==> src/rtl/bcu_pkg.sv <==
`timescale 1ns/1ps
package bcu_pkg;
  // instruction class values in opcode[2:0]
  localparam logic [2:0] CLS_WIDE   = 3'h5;
  localparam logic [2:0] CLS_NARROW = 3'h6;

  // condition codes in opcode[7:4]
  localparam logic [3:0] OP_ALWAYS = 4'h0;
  localparam logic [3:0] OP_EQ     = 4'h1;
  localparam logic [3:0] OP_UGT    = 4'h2;
  localparam logic [3:0] OP_UGE    = 4'h3;
  localparam logic [3:0] OP_BITS   = 4'h4;
  localparam logic [3:0] OP_NE     = 4'h5;
  localparam logic [3:0] OP_SGT    = 4'h6;
  localparam logic [3:0] OP_SGE    = 4'h7;
  localparam logic [3:0] OP_CALL   = 4'h8;
  localparam logic [3:0] OP_RET    = 4'h9;
  localparam logic [3:0] OP_ULT    = 4'ha;
  localparam logic [3:0] OP_ULE    = 4'hb;
  localparam logic [3:0] OP_SLT    = 4'hc;
  localparam logic [3:0] OP_SLE    = 4'hd;

  typedef struct packed {
    logic taken;
    logic call;
    logic ret;
    logic bad;
  } bcu_flags_t;
endpackage

==> src/rtl/bcu_cmp.sv <==
`timescale 1ns/1ps
// Raw relations between two operands of one width.
module bcu_cmp #(
  parameter int W = 64
) (
  input  logic [W-1:0] a,
  input  logic [W-1:0] b,
  output logic         eq,
  output logic         ult,
  output logic         slt,
  output logic         nz
);
  always_comb begin
    eq  = (a == b);
    ult = (a < b);
    slt = ($signed(a) < $signed(b));
    nz  = |(a & b);
  end
endmodule

==> src/rtl/bcu_operand_sel.sv <==
`timescale 1ns/1ps
// Second operand: register or sign-extended immediate.
module bcu_operand_sel #(
  parameter int XLEN  = 64,
  parameter int IMM_W = 32
) (
  input  logic             use_reg,
  input  logic [XLEN-1:0]  src,
  input  logic [IMM_W-1:0] imm,
  output logic [XLEN-1:0]  b
);
  localparam int EXT_W = XLEN - IMM_W;

  logic [XLEN-1:0] imm_x;
  assign imm_x = {{EXT_W{imm[IMM_W-1]}}, imm};
  assign b     = use_reg ? src : imm_x;
endmodule

==> src/rtl/bcu_cond.sv <==
`timescale 1ns/1ps
// Predicate evaluation for both compare widths.
module bcu_cond
  import bcu_pkg::*;
#(
  parameter int XLEN = 64
) (
  input  logic [3:0]      code,
  input  logic            narrow,
  input  logic [XLEN-1:0] a,
  input  logic [XLEN-1:0] b,
  output logic            hit
);
  localparam int NW = 2;

  logic [NW-1:0] eq_v, ult_v, slt_v, nz_v;

  // index 0: full width, index 1: low half
  for (genvar g = 0; g < NW; g++) begin : g_width
    localparam int W = (g == 0) ? XLEN : XLEN / 2;
    bcu_cmp #(.W(W)) u_cmp (
      .a   (a[W-1:0]),
      .b   (b[W-1:0]),
      .eq  (eq_v[g]),
      .ult (ult_v[g]),
      .slt (slt_v[g]),
      .nz  (nz_v[g])
    );
  end

  logic eq, ult, slt, nz;
  always_comb begin
    eq  = narrow ? eq_v[1]  : eq_v[0];
    ult = narrow ? ult_v[1] : ult_v[0];
    slt = narrow ? slt_v[1] : slt_v[0];
    nz  = narrow ? nz_v[1]  : nz_v[0];
    unique case (code)
      OP_EQ:   hit = eq;
      OP_NE:   hit = !eq;
      OP_BITS: hit = nz;
      OP_UGT:  hit = !ult && !eq;
      OP_UGE:  hit = !ult;
      OP_ULT:  hit = ult;
      OP_ULE:  hit = ult || eq;
      OP_SGT:  hit = !slt && !eq;
      OP_SGE:  hit = !slt;
      OP_SLT:  hit = slt;
      OP_SLE:  hit = slt || eq;
      default: hit = 1'b0;
    endcase
  end
endmodule

==> src/rtl/bcu_pc_next.sv <==
`timescale 1ns/1ps
// Next program counter: hold, jump by offset, or step one slot.
module bcu_pc_next #(
  parameter int PC_W  = 32,
  parameter int OFF_W = 16
) (
  input  logic [PC_W-1:0]  pc,
  input  logic [OFF_W-1:0] off,
  input  logic             jump,
  input  logic             stay,
  output logic [PC_W-1:0]  nxt
);
  localparam int EXT_W = PC_W - OFF_W;

  logic [PC_W-1:0] off_x;
  assign off_x = {{EXT_W{off[OFF_W-1]}}, off};

  always_comb begin
    if (stay)      nxt = pc;
    else if (jump) nxt = pc + off_x;
    else           nxt = pc + 1'b1;
  end
endmodule

==> src/rtl/bcu_branch_unit.sv <==
`timescale 1ns/1ps
module bcu_branch_unit
  import bcu_pkg::*;
#(
  parameter int XLEN  = 64,
  parameter int IMM_W = 32,
  parameter int OFF_W = 16,
  parameter int PC_W  = 32
) (
  input  logic             clk,
  input  logic             rst_n,
  input  logic             op_valid,
  input  logic [7:0]       opcode,
  input  logic [XLEN-1:0]  dst_val,
  input  logic [XLEN-1:0]  src_val,
  input  logic [IMM_W-1:0] imm,
  input  logic [OFF_W-1:0] offset,
  output logic             res_valid,
  output logic [PC_W-1:0]  pc_o,
  output logic             taken_o,
  output logic             call_o,
  output logic             ret_o,
  output logic             bad_o
);
  logic [2:0] cls;
  logic [3:0] code;
  logic       use_reg, narrow, cls_ok;

  assign cls     = opcode[2:0];
  assign code    = opcode[7:4];
  assign use_reg = opcode[3];
  assign narrow  = (cls == CLS_NARROW);
  assign cls_ok  = (cls == CLS_WIDE) || narrow;

  logic [XLEN-1:0] opnd_b;
  bcu_operand_sel #(.XLEN(XLEN), .IMM_W(IMM_W)) u_sel (
    .use_reg (use_reg),
    .src     (src_val),
    .imm     (imm),
    .b       (opnd_b)
  );

  logic hit;
  bcu_cond #(.XLEN(XLEN)) u_cond (
    .code   (code),
    .narrow (narrow),
    .a      (dst_val),
    .b      (opnd_b),
    .hit    (hit)
  );

  bcu_flags_t dec;
  always_comb begin
    dec = '0;
    unique case (code)
      OP_ALWAYS: begin
        dec.taken = !narrow;
        dec.bad   = narrow;
      end
      OP_RET: begin
        dec.ret = !narrow;
        dec.bad = narrow;
      end
      OP_CALL: dec.call = 1'b1;
      4'he, 4'hf: dec.bad = 1'b1;
      default: dec.taken = hit;
    endcase
    if (!cls_ok) dec = '{taken: 1'b0, call: 1'b0, ret: 1'b0, bad: 1'b1};
  end

  logic [PC_W-1:0] pc_nxt;
  bcu_pc_next #(.PC_W(PC_W), .OFF_W(OFF_W)) u_pc (
    .pc   (pc_o),
    .off  (offset),
    .jump (dec.taken),
    .stay (dec.bad || dec.ret),
    .nxt  (pc_nxt)
  );

  bcu_flags_t flags_q;
  always_ff @(posedge clk) begin
    if (!rst_n) begin
      pc_o      <= '0;
      res_valid <= 1'b0;
      flags_q   <= '0;
    end else begin
      res_valid <= op_valid;
      if (op_valid) begin
        pc_o    <= pc_nxt;
        flags_q <= dec;
      end else begin
        flags_q <= '0;
      end
    end
  end

  assign taken_o = flags_q.taken;
  assign call_o  = flags_q.call;
  assign ret_o   = flags_q.ret;
  assign bad_o   = flags_q.bad;
endmodule

==> config.mk <==
export PLATFORM = sky130hd
export DESIGN_NAME = bcu_branch_unit
export DESIGN_NICKNAME = d
export VERILOG_FILES = /design/src/rtl/bcu_pkg.sv /design/src/rtl/bcu_cmp.sv /design/src/rtl/bcu_operand_sel.sv /design/src/rtl/bcu_cond.sv /design/src/rtl/bcu_pc_next.sv /design/src/rtl/bcu_branch_unit.sv
export SDC_FILE = /design/constraint.sdc
export NUM_CORES = 1
export LEC_CHECK = 0
export ABC_AREA = 1
export BUFFER_PORTS_ARGS = -buffer_cell sky130_fd_sc_hd__buf_2
export CAP_MARGIN = 5
export CORE_MARGIN = 2
export CORE_UTILIZATION = 45
export CTS_CLUSTER_SIZE = 24
export DETAILED_ROUTE_END_ITERATION = 16
export PLACE_DENSITY = 0.76
export SLEW_MARGIN = 25
export SYNTH_ARGS = -nofsm -noshare
export SYNTH_HDL_FRONTEND = slang
export SYNTH_SLANG_ARGS = --single-unit
==> constraint.sdc <==
create_clock -name clk -period 11.5 [get_ports clk]
set_input_delay 1.725 -clock clk [delete_from_list [all_inputs] [get_ports clk]]
set_output_delay 1.725 -clock clk [all_outputs]
set_load 0.1 [all_outputs]
Yosys cells after proc, flatten, opt, wreduce, memory -nomap -nowiden
Index checks and enable logic that the tools add are counted.

cells by class
  bitwise logic cells = 3
  eq/ne operators = 19
  order comparisons = 4
  add/subtract/negate cells = 2
  reductions and logical operators = 19
  muxes and demuxes = 12

operators with widths
  kind                                                                   count
  64-bit < comparator                                                    2
  64-bit bitwise AND                                                     1
  64-bit equality test                                                   1
  32-bit < comparator                                                    2
  64-bit two-way mux                                                     1
  64-bit OR reduction                                                    1
  32-bit by 1-bit adder with 32-bit output, second input constant        1
  32-bit adder                                                           1
  32-bit bitwise AND                                                     1
  32-bit equality test                                                   1
  4-bit equality test, second input constant                             8
  32-bit two-way mux                                                     1
  32-bit OR reduction                                                    1
  4-bit by 3-bit equality test with 1-bit output, second input constant  4
  1-bit case mux with 11 select lines                                    1
  4-bit by 2-bit equality test with 1-bit output, second input constant  2
  3-bit equality test, second input constant                             2
  1-bit two-way mux                                                      6
  4-bit by 1-bit equality test with 1-bit output, second input constant  1
  1-bit logical NOT                                                      4
  4-bit logical NOT                                                      1
  1-bit logical OR                                                       4
  4-bit two-way mux                                                      1
  1-bit case mux with 2 select lines                                     2
  6 further kinds                                                        9

word-level totals
  output and inout port bits = 37
  logic and storage cells = 65
  bits in registers = 37
  input bits = 187

Logic depth before layout (Yosys ltp)
Gate-level depths: netlist of the first run.

  depth after elaboration = 11
  gate-level depth with buffers = 52
  gate-level depth less buffers = 50

Modules after synthesis
Synthesis of the first run repeated with hierarchy kept, for this count alone.

second synthesis, totals
  cells, all modules = 1,600
  area, all modules = 9,180.1 µm²

modules (own cells, without submodules)
  module                             area each (µm²)  seq. area each (µm²)  times used  cells each
  bcu_pc_next                        2,839.0          0.0                   1           633
  bcu_cmp (u_cond.g_width[0].u_cmp)  2,668.8          0.0                   1           364
  bcu_branch_unit                    1,357.6          740.7                 1           178
  bcu_cmp (u_cond.g_width[1].u_cmp)  1,353.8          0.0                   1           188
  bcu_operand_sel                    700.7            0.0                   1           174
  bcu_cond                           260.2            0.0                   1           63

Worst setup path before layout of the first run
No wires, ideal clock.

  path type = input -> register
  start = input port opcode[3]
  end = register pc_o[20]
  slack = 5,200 ps
  arrival = 6,239 ps
  buffers on the path = 2
  stages = 39
  setup time = 61 ps
  required time = 11,439 ps
  cell sequence = clkbuf_1 > inv_1 > nand2_1 > inv_1 > buf_1 > a21oi_1 > ha_1 > nand2_1 > nor2_1 > nand4_2 > nor2_4 > nand2_2 > nand2_2 > nand2_2 > and3_1 > nor2_1 > nand2_1 > nor2_2 > (+3 left out) > nand2_2 > or2_2 > ha_1 > inv_1 > fa_1 > nand3b_1 > nand2_1 > a21oi_1 > o21ai_0 > a21oi_1 > inv_1 > a21oi_1 > nor3_1 > nor2_1 > or2_2 > nand3_1 > o211ai_1 > inv_1

between the ends
  word-level cells in the longest chain between the ends = 9
  elaborated cells on any way between the ends = 26
  classes of those cells = order compare: 4; eq/ne: 2; mux: 9; bitwise: 2; reduce/logical: 9

RTL lines
  element                                      RTL line                                        source
  start, declared                              bcu_branch_unit.sv:13                           input logic [7:0] opcode,
  64-bit two-way mux *                         bcu_operand_sel.sv:16                           assign b = use_reg ? src : imm_x;
  64-bit < comparator (tied with other cells)  bcu_cmp.sv:16                                   slt = ($signed(a) < $signed(b));
  1-bit two-way mux (on tied branches)         bcu_cond.sv:35, bcu_cond.sv:33, bcu_cond.sv:34
  1-bit logical NOT (on tied branches)         n/a
  1-bit logical AND (on tied branches)         bcu_cond.sv:45, bcu_cond.sv:41
  1-bit case mux with 11 select lines *        bcu_cond.sv:37                                  unique case (code)
  1-bit case mux with 2 select lines *         bcu_branch_unit.sv:55                           unique case (code)
  4-bit two-way mux *                          bcu_branch_unit.sv:68                           if (!cls_ok) dec = '{taken: 1'b0, call: 1'b0, ret: 1'b0, bad: 1'b1};
  32-bit two-way mux *                         bcu_pc_next.sv:20                               else if (jump) nxt = pc + off_x;
  end signal, assigned                         bcu_branch_unit.sv:89                           pc_o <= pc_nxt;
  end, declared                                bcu_branch_unit.sv:19                           output logic [PC_W-1:0] pc_o,

Mark *: on every way between the ends. The rest lies on a longest branch, timed or not.
A chain may end at the register's enable or synchronous reset.

Worst setup path in the final report of the first run
Ends and elaborated chain as after synthesis.

==> flow_metrics.py, run 1 <==
metrics = {
    "floorplan": {
        "initial_utilization_pct": 45.87,
        "coreArea_um2": 14420,
        "io_pins": 224,
        "die_w_um": 125.3,
        "num_rows": 44,
        "die_area_um2": 15690,
        "die-height_um": 125.3,
    },
    "worst_setup_path": {
        "critPathSlowestCell": "inv_1",
        "critPathArrivalTime_ns": 8.07,
        "cp_slowest_stage_delay_ns": 0.75,
        "reg2reg_to": "pc_o[20]",
        "start_kind": "primary input",
        "critPathMaxFanout": 65,
        "crit_start": "opcode[3]",
        "reg2reg_depth": 16,
        "crit_path_end": "pc_o[20]",
        "crit_type": "primary input to register",
        "r2r_start": "pc_o[0]",
        "required_ns": 11.73,
        "rrSetupSlack_ns": 8.83,
        "end_kind": "register",
    },
    "timing": {
        "finalCritPeriodShare_pct": 68.20,
        "finalSetupTns_ns": 0,
        "setup-violations-final": 0,
        "rsz0062_at_grt": "false",
        "skew_ns": 0.003765,
        "hold_viol": 0,
        "slew_violations": 0,
        "fmax_mhz": 127.5,
        "worst_pin_slew_ns": 1.005,
        "slew-limit-headroom_pct": 32.92,
        "timing.hold.ws_ns": 0.5179,
        "min_period_ns": 7.843,
    },
    "clock_tree": {
        "postCtsHoldBufs": 0,
        "cts-root-buf": "clkbuf_16",
        "ctsHtreeMaxLevel": 2,
        "clk_latency_ns": 0.28,
        "cts_setup_buffers": 0,
        "cts_max_path_buffers": 2,
        "tritoncts": "built",
        "clkTransAtPathRegs_ns": 0.06,
        "clock_sinks": 37,
        "cts_resized": 0,
        "cts_buffers": 5,
    },
    "logic_synthesis": {
        "synth_flop_cell": "dfxtp_1",
        "yosysSeqAreaShare_pct": 11.20,
        "synth_edf_count": 0,
        "postSynth.asyncResetShare_pct": 0,
        "synth_nets": 1368,
        "yosys_warnings": 0,
        "avgSynthCellArea_um2": 6.480,
        "yosys.area.top_type": "ha_1",
        "synthTopCellsByArea": "ha_1 (30%), dfxtp_1 (11%), inv_1 (10%), nand2_1 (8.7%), a21oi_1 (8.6%)",
        "yosys.area.top_type_share_pct": 30.07,
        "ys_seq_elements": 37,
        "yosys.cell_types.count": 46,
        "netlist_area_um2": 6616,
        "synthCells": 1021,
    },
    "detailed_routing": {
        "drc": 0,
        "wl_per_cell_um": 12.52,
        "highest_layer": "met4",
        "met2_length_um": 7898,
        "wl_met3_um": 875,
        "met1Wirelength_um": 8461,
        "ant_nets": 0,
        "wirelength_um": 17740,
        "dr.pass1.iters": 5,
        "vias_per_cell": 5.023,
        "first_iter_violations": 388,
        "vias": 7118,
    },
    "power": {
        "leakagePower_uw": 0.004848,
        "power_uw": 579.4,
        "p_per_area_nw_per_um2": 71.81,
        "vdd_ir_drop_max_v": 0.00005589,
    },
    "global_routing": {
        "grt_antenna_before_repair": 3,
        "grt_max_degree": 66,
        "grt_overflow_total": 0,
        "grt_pass1_wl_um": 29490,
        "first_global_vias": 6655,
        "grt_use_total_pct": 22.15,
    },
    "placed_design": {
        "dp_hpwl_um": 14990,
        "io_buffers": 223,
        "globalplace.congestion": 0.9513,
    },
    "finish": {
        "syn2layout_area_growth_pct": 21.94,
        "n_fill_cell": 1456,
        "finish.utilization_pct": 55.93,
        "drive_gt1_share_pct": 23.17,
        "num-nets-final": 1576,
    },
    "worst_hold_path": {
        "worstHoldPathType": "register to register",
    },
    "flow_run": {
        "cap_violations": 0,
    },
    "status": {
        "outcome": "finished, final reports clean",
    },
}
==> metal layers <==
layer,vias up,global-route usage (%)
met3,32,2.781
li1,3747,-
met4,0,7.124
met5,-,0
met2,187,37.05
met1,3152,29.65
==> cell families after synthesis <==
family          after synthesis  synth area share (%)
fa+ha+maj                   160                 30.37
simple gates                370                 24.96
compound gates              229                 19.02
xor+xnor                     19                 2.515
flops                        37                 11.20
buf+inv                     206                 11.93
==> cells in the mapped netlist, types with 2 or more instances <==
library cell,count
ha_1,159
nor2_1,112
nor4_1,13
o21a_1,7
buf_2,4
or2_2,33
inv_1,182
a21oi_1,114
nand4_1,13
nor3_1,3
o21ai_1,3
nor2_4,2
buf_4,3
nor2_2,2
nand2_1,154
a211oi_1,3
nand2_2,7
o211ai_1,12
dfxtp_1,37
a31oi_1,5
xor2_1,10
nand3_1,24
xnor2_1,9
buf_1,3
clkbuf_1,13
o21ai_0,73
a31o_2,2
==> final cells by class <==
type / count / area, um2 / share of cell area, %
Timing Repair Buffer: 224 / 1126 / 13.96
Antenna cell: 3 / 7.507 / 0.09305
Multi-Input combinational cell: 778 / 5086 / 63.04
Clock buffer: 5 / 125.1 / 1.551
Tap cell: 184 / 230.2 / 2.854
Inverter: 183 / 686.9 / 8.514
Sequential cell: 37 / 740.7 / 9.181
Clock inverter: 3 / 65.06 / 0.8065
==> per-stage QoR <==
stage | setup WS [ns] | cell area, um2 | cells
global route | 2.785 | 8068 | 1417
floorplan | 5.200 | 6616 | 1021
detailed placement | 2.978 | 7868 | 1406
global placement | 3.245 | 7868 | 1406
finish | 3.657 | 8068 | 1417
CTS | 3.311 | 8058 | 1414
==> worst max-delay path, delay by kind of cell <==
| kind | cells | cell delay, ns |
|---|---|---|
| adders and majority gates | 3 | 0.90 |
| and+or+nand+nor | 23 | 2.79 |
| AOI/OAI and AO/OA | 6 | 0.74 |
| buffers and inverters | 6 | 1.85 |
==> registers in the layout, summed over array words and instances (netlist names) <==
name	count
bad_o	1
call_o	1
pc_o	32
res_valid	1
ret_o	1
taken_o	1
==> worst min path at each step <==
stage	from	to	slack (ns)	cells after the start
finish	pc_o[4]	pc_o[4]	0.52	2
global route	pc_o[4]	pc_o[4]	0.56	2
CTS	pc_o[4]	pc_o[4]	0.52	2
detailed placement	pc_o[4]	pc_o[4]	0.51	2
global placement	pc_o[2]	pc_o[2]	0.50	2
floorplan	pc_o[0]	pc_o[0]	0.93	2
==> layout by cell type, fill, tap and decap left out, types with 2 or more instances in the layout <==
| cell type | count |
|---|---|
| buf_2 | 222 |
| inv_1 | 182 |
| ha_1 | 159 |
| nand2_1 | 154 |
| a21oi_1 | 114 |
| nor2_1 | 112 |
| o21ai_0 | 73 |
| dfxtp_1 | 37 |
| or2_2 | 33 |
| nand3_1 | 24 |
| nand4_1 | 13 |
| nor4_1 | 13 |
| o211ai_1 | 12 |
| xor2_1 | 10 |
| xnor2_1 | 9 |
| o21a_1 | 7 |
| nand2_2 | 7 |
| a31oi_1 | 5 |
| clkbuf_16 | 5 |
| diode_2 | 3 |
| o21ai_1 | 3 |
| nor3_1 | 3 |
| a211oi_1 | 3 |
| nor2_4 | 2 |
| nor2_2 | 2 |
| a31o_2 | 2 |
| bufinv_16 | 2 |
| buf_4 | 2 |
==> where the power goes <==
part           internal, uW  switching [uW]
clock                   124            57.3
sequential              135            5.71
combinational          91.4             166
total                   350             229
Note: power is estimated with default switching activity, not from simulation.
==> run 2: changes to the inputs <==
Settings changed: ABC_AREA 1 to 0.
Clock period 11.5 ns to 7.6 ns, I/O delays scaled along.
==> run 2 against run 1 <==
- total power rose by 27%
- clock skew rose by 0.0011 ns
- worst hold slack got worse by 0.046 ns
- combinational power rose by 29%
- sequential power rose by 44%
- design area fell by 2.6%
- non-clock buffer count rose by 11
- critical endpoint is now pc_o[31]
==> flow_metrics.py, run 2 <==
metrics = {
    "worst_setup_path": {
        "r2r_start": "pc_o[0]",
        "rrSetupSlack_ns": 4.10,
        "reg2reg_to": "pc_o[16]",
        "critPathSlowestCell": "or4_1",
        "start_kind": "primary input",
        "crit_start": "opcode[3]",
        "crit_type": "primary input to register",
        "critPathMaxFanout": 17,
        "critPathArrivalTime_ns": 7.44,
        "crit_path_end": "pc_o[31]",
        "end_kind": "register",
        "cp_slowest_stage_delay_ns": 0.49,
        "reg2reg_depth": 16,
        "required_ns": 7.79,
    },
    "placed_design": {
        "dpl_cell_area_um2": 7601,
        "dp_hpwl_um": 14690,
        "globalplace.congestion": 0.9320,
        "place_ws_ns": 0.03296,
        "place_inst": 1188,
        "io_buffers": 223,
    },
    "logic_synthesis": {
        "synthCells": 804,
        "yosysSeqAreaShare_pct": 11.84,
        "synthTopCellsByArea": "ha_1 (32%), dfxtp_1 (12%), a21oi_1 (8.2%), inv_1 (5.0%), mux2i_1 (5.0%)",
        "synth_most_common_cell": "ha_1",
        "synth_flop_cell": "dfxtp_1",
        "yosys_warnings": 0,
        "synth.cells.most_frequent": "ha_1 (159), a21oi_1 (103), inv_1 (83), nand2_1 (79), dfxtp_1 (37)",
        "synth_nets": 1151,
        "ys_seq_elements": 37,
        "avgSynthCellArea_um2": 7.780,
        "yosys.area.top_type_share_pct": 31.81,
        "synth_edf_count": 0,
        "netlist_area_um2": 6255,
        "postSynth.asyncResetShare_pct": 0,
        "yosys.cell_types.count": 71,
        "yosys.area.top_type": "ha_1",
    },
    "timing": {
        "fmax_mhz": 137.9,
        "slew-limit-headroom_pct": 37.82,
        "setup-violations-final": 0,
        "skew_ns": 0.004838,
        "worst_pin_slew_ns": 0.9270,
        "timing.hold.ws_ns": 0.4718,
        "finalCritPeriodShare_pct": 95.43,
        "hold_viol": 0,
        "min_period_ns": 7.253,
        "fin_ws_ns": 0.3470,
        "slew_violations": 0,
    },
    "global_routing": {
        "grt_pass1_wl_um": 27900,
        "grt_use_total_pct": 22.79,
        "grt_max_degree": 38,
        "grt_overflow_total": 0,
        "grt_antenna_before_repair": 0,
        "first_global_vias": 6353,
    },
    "floorplan": {
        "die-height_um": 121.9,
        "die_w_um": 121.9,
        "die_area_um2": 14860,
        "io_pins": 224,
        "coreArea_um2": 13720,
        "num_rows": 43,
        "initial_utilization_pct": 45.59,
    },
    "flow_run": {
        "cap_violations": 0,
    },
    "power": {
        "power_uw": 737.1,
        "p_per_area_nw_per_um2": 93.78,
        "leakagePower_uw": 0.004325,
        "vdd_ir_drop_max_v": 0.00006798,
    },
    "detailed_routing": {
        "vias_per_cell": 5.497,
        "dr.pass1.iters": 5,
        "vias": 6596,
        "first_iter_violations": 370,
        "ant_nets": 0,
        "wirelength_um": 17970,
        "wl_per_cell_um": 14.97,
        "drc": 0,
    },
    "finish": {
        "fin_area_um2": 7860,
        "num-nets-final": 1366,
        "diodes": 0,
        "largest_reg_flops": 32,
        "layout_common_cells": "buf_2 (223), ha_1 (159), a21oi_1 (102)",
        "top_register": "pc_o",
        "syn2layout_area_growth_pct": 25.67,
        "layout.cells.non_filler": 1200,
        "final_common_cell": "buf_2",
        "drive_gt1_share_pct": 26.86,
    },
    "status": {
        "outcome": "finished, final reports clean",
    },
    "clock_tree": {
        "postCtsHoldBufs": 0,
        "clkTransAtPathRegs_ns": 0.06,
        "cts-root-buf": "clkbuf_16",
        "ctsHtreeMaxLevel": 2,
        "cts_max_path_buffers": 2,
        "clock_sinks": 37,
        "clk_latency_ns": 0.28,
        "tritoncts": "built",
        "cts_buffers": 5,
    },
    "worst_hold_path": {
        "worstHoldPathType": "register to register",
    },
}
## run 2: changes by cell type after synthesis, sizes merged, moves of 7 or more
cell,delta
o21ai,-48
a21oi,-11
or2,-33
or3,+7
and3,+13
nor2,-90
a21o,+16
nor3,+9
nor2b,+10
mux2i,+31
nor4,+8
nand2,-82
clkbuf,+9
inv,-100
## run 2: per-layer routing
layer	track usage, %	wire length, um
met5	0	0
met2	42.88	9097
met3	3.277	977
met4	6.178	309
met1	26.72	7583
## run 2: worst min path at each step
stage	from	to	cells past startpoint
6_report	pc_o[6]	pc_o[6]	2
5_1_grt	pc_o[6]	pc_o[6]	2
4_1_cts	pc_o[23]	pc_o[23]	2
3_5_place_dp	pc_o[7]	pc_o[7]	2
3_3_place_gp	pc_o[13]	pc_o[13]	2
2_1_floorplan	pc_o[3]	pc_o[3]	2
## run 2: what timing repair did
item                                    CTS  global route
endpoints found under the setup margin    0             3
gates resized for setup                   0            10
setup buffers                             0             2
## run 2: layout make-up
type | count | area (um2)
timing repair buffer | 235 | 1270
clock inverter | 2 | 10.01
inverter | 83 | 311.5
fill | 1346 | 5859
tap | 180 | 225.2
sequential | 37 | 740.7
multi-input combinational | 657 | 5174
clock buffer | 6 | 128.9
## run 2: critical path, delay by kind of cell
kind	cells	cell delay, ns
AOI/OAI and AO/OA	14	2.60
and+or+nand+nor	9	2.34
adders and majority gates	2	0.65
buffers and inverters	2	0.34
muxes	1	0.34
## run 2: kinds of logic after synthesis
logic type	share of synthesized area, %
multiplexers	5.501
AO/OA/AOI/OAI	20.94
adder cells (fa/ha/maj)	32.13
XOR/XNOR	3.641
flip-flops	11.84
buffers and inverters	6.661
AND/OR/NAND/NOR	19.28
## run 2: report_power, final
group | switching (uW) | total, uW | internal [uW] | leakage [uW]
clock network | 81.9 | 202 | 120 | 0.0000706
logic | 196 | 334 | 138 | 0.00396
registers | 3.16 | 201 | 197 | 0.000299
## run 2: metrics by stage
step	utilization [%]	TNS, ns
6_report	57.29	0
5_1_grt	57.29	-0.1095
4_1_cts	56.42	0
3_5_place_dp	55.40	0
3_3_place_gp	55.40	0
2_1_floorplan	-	0
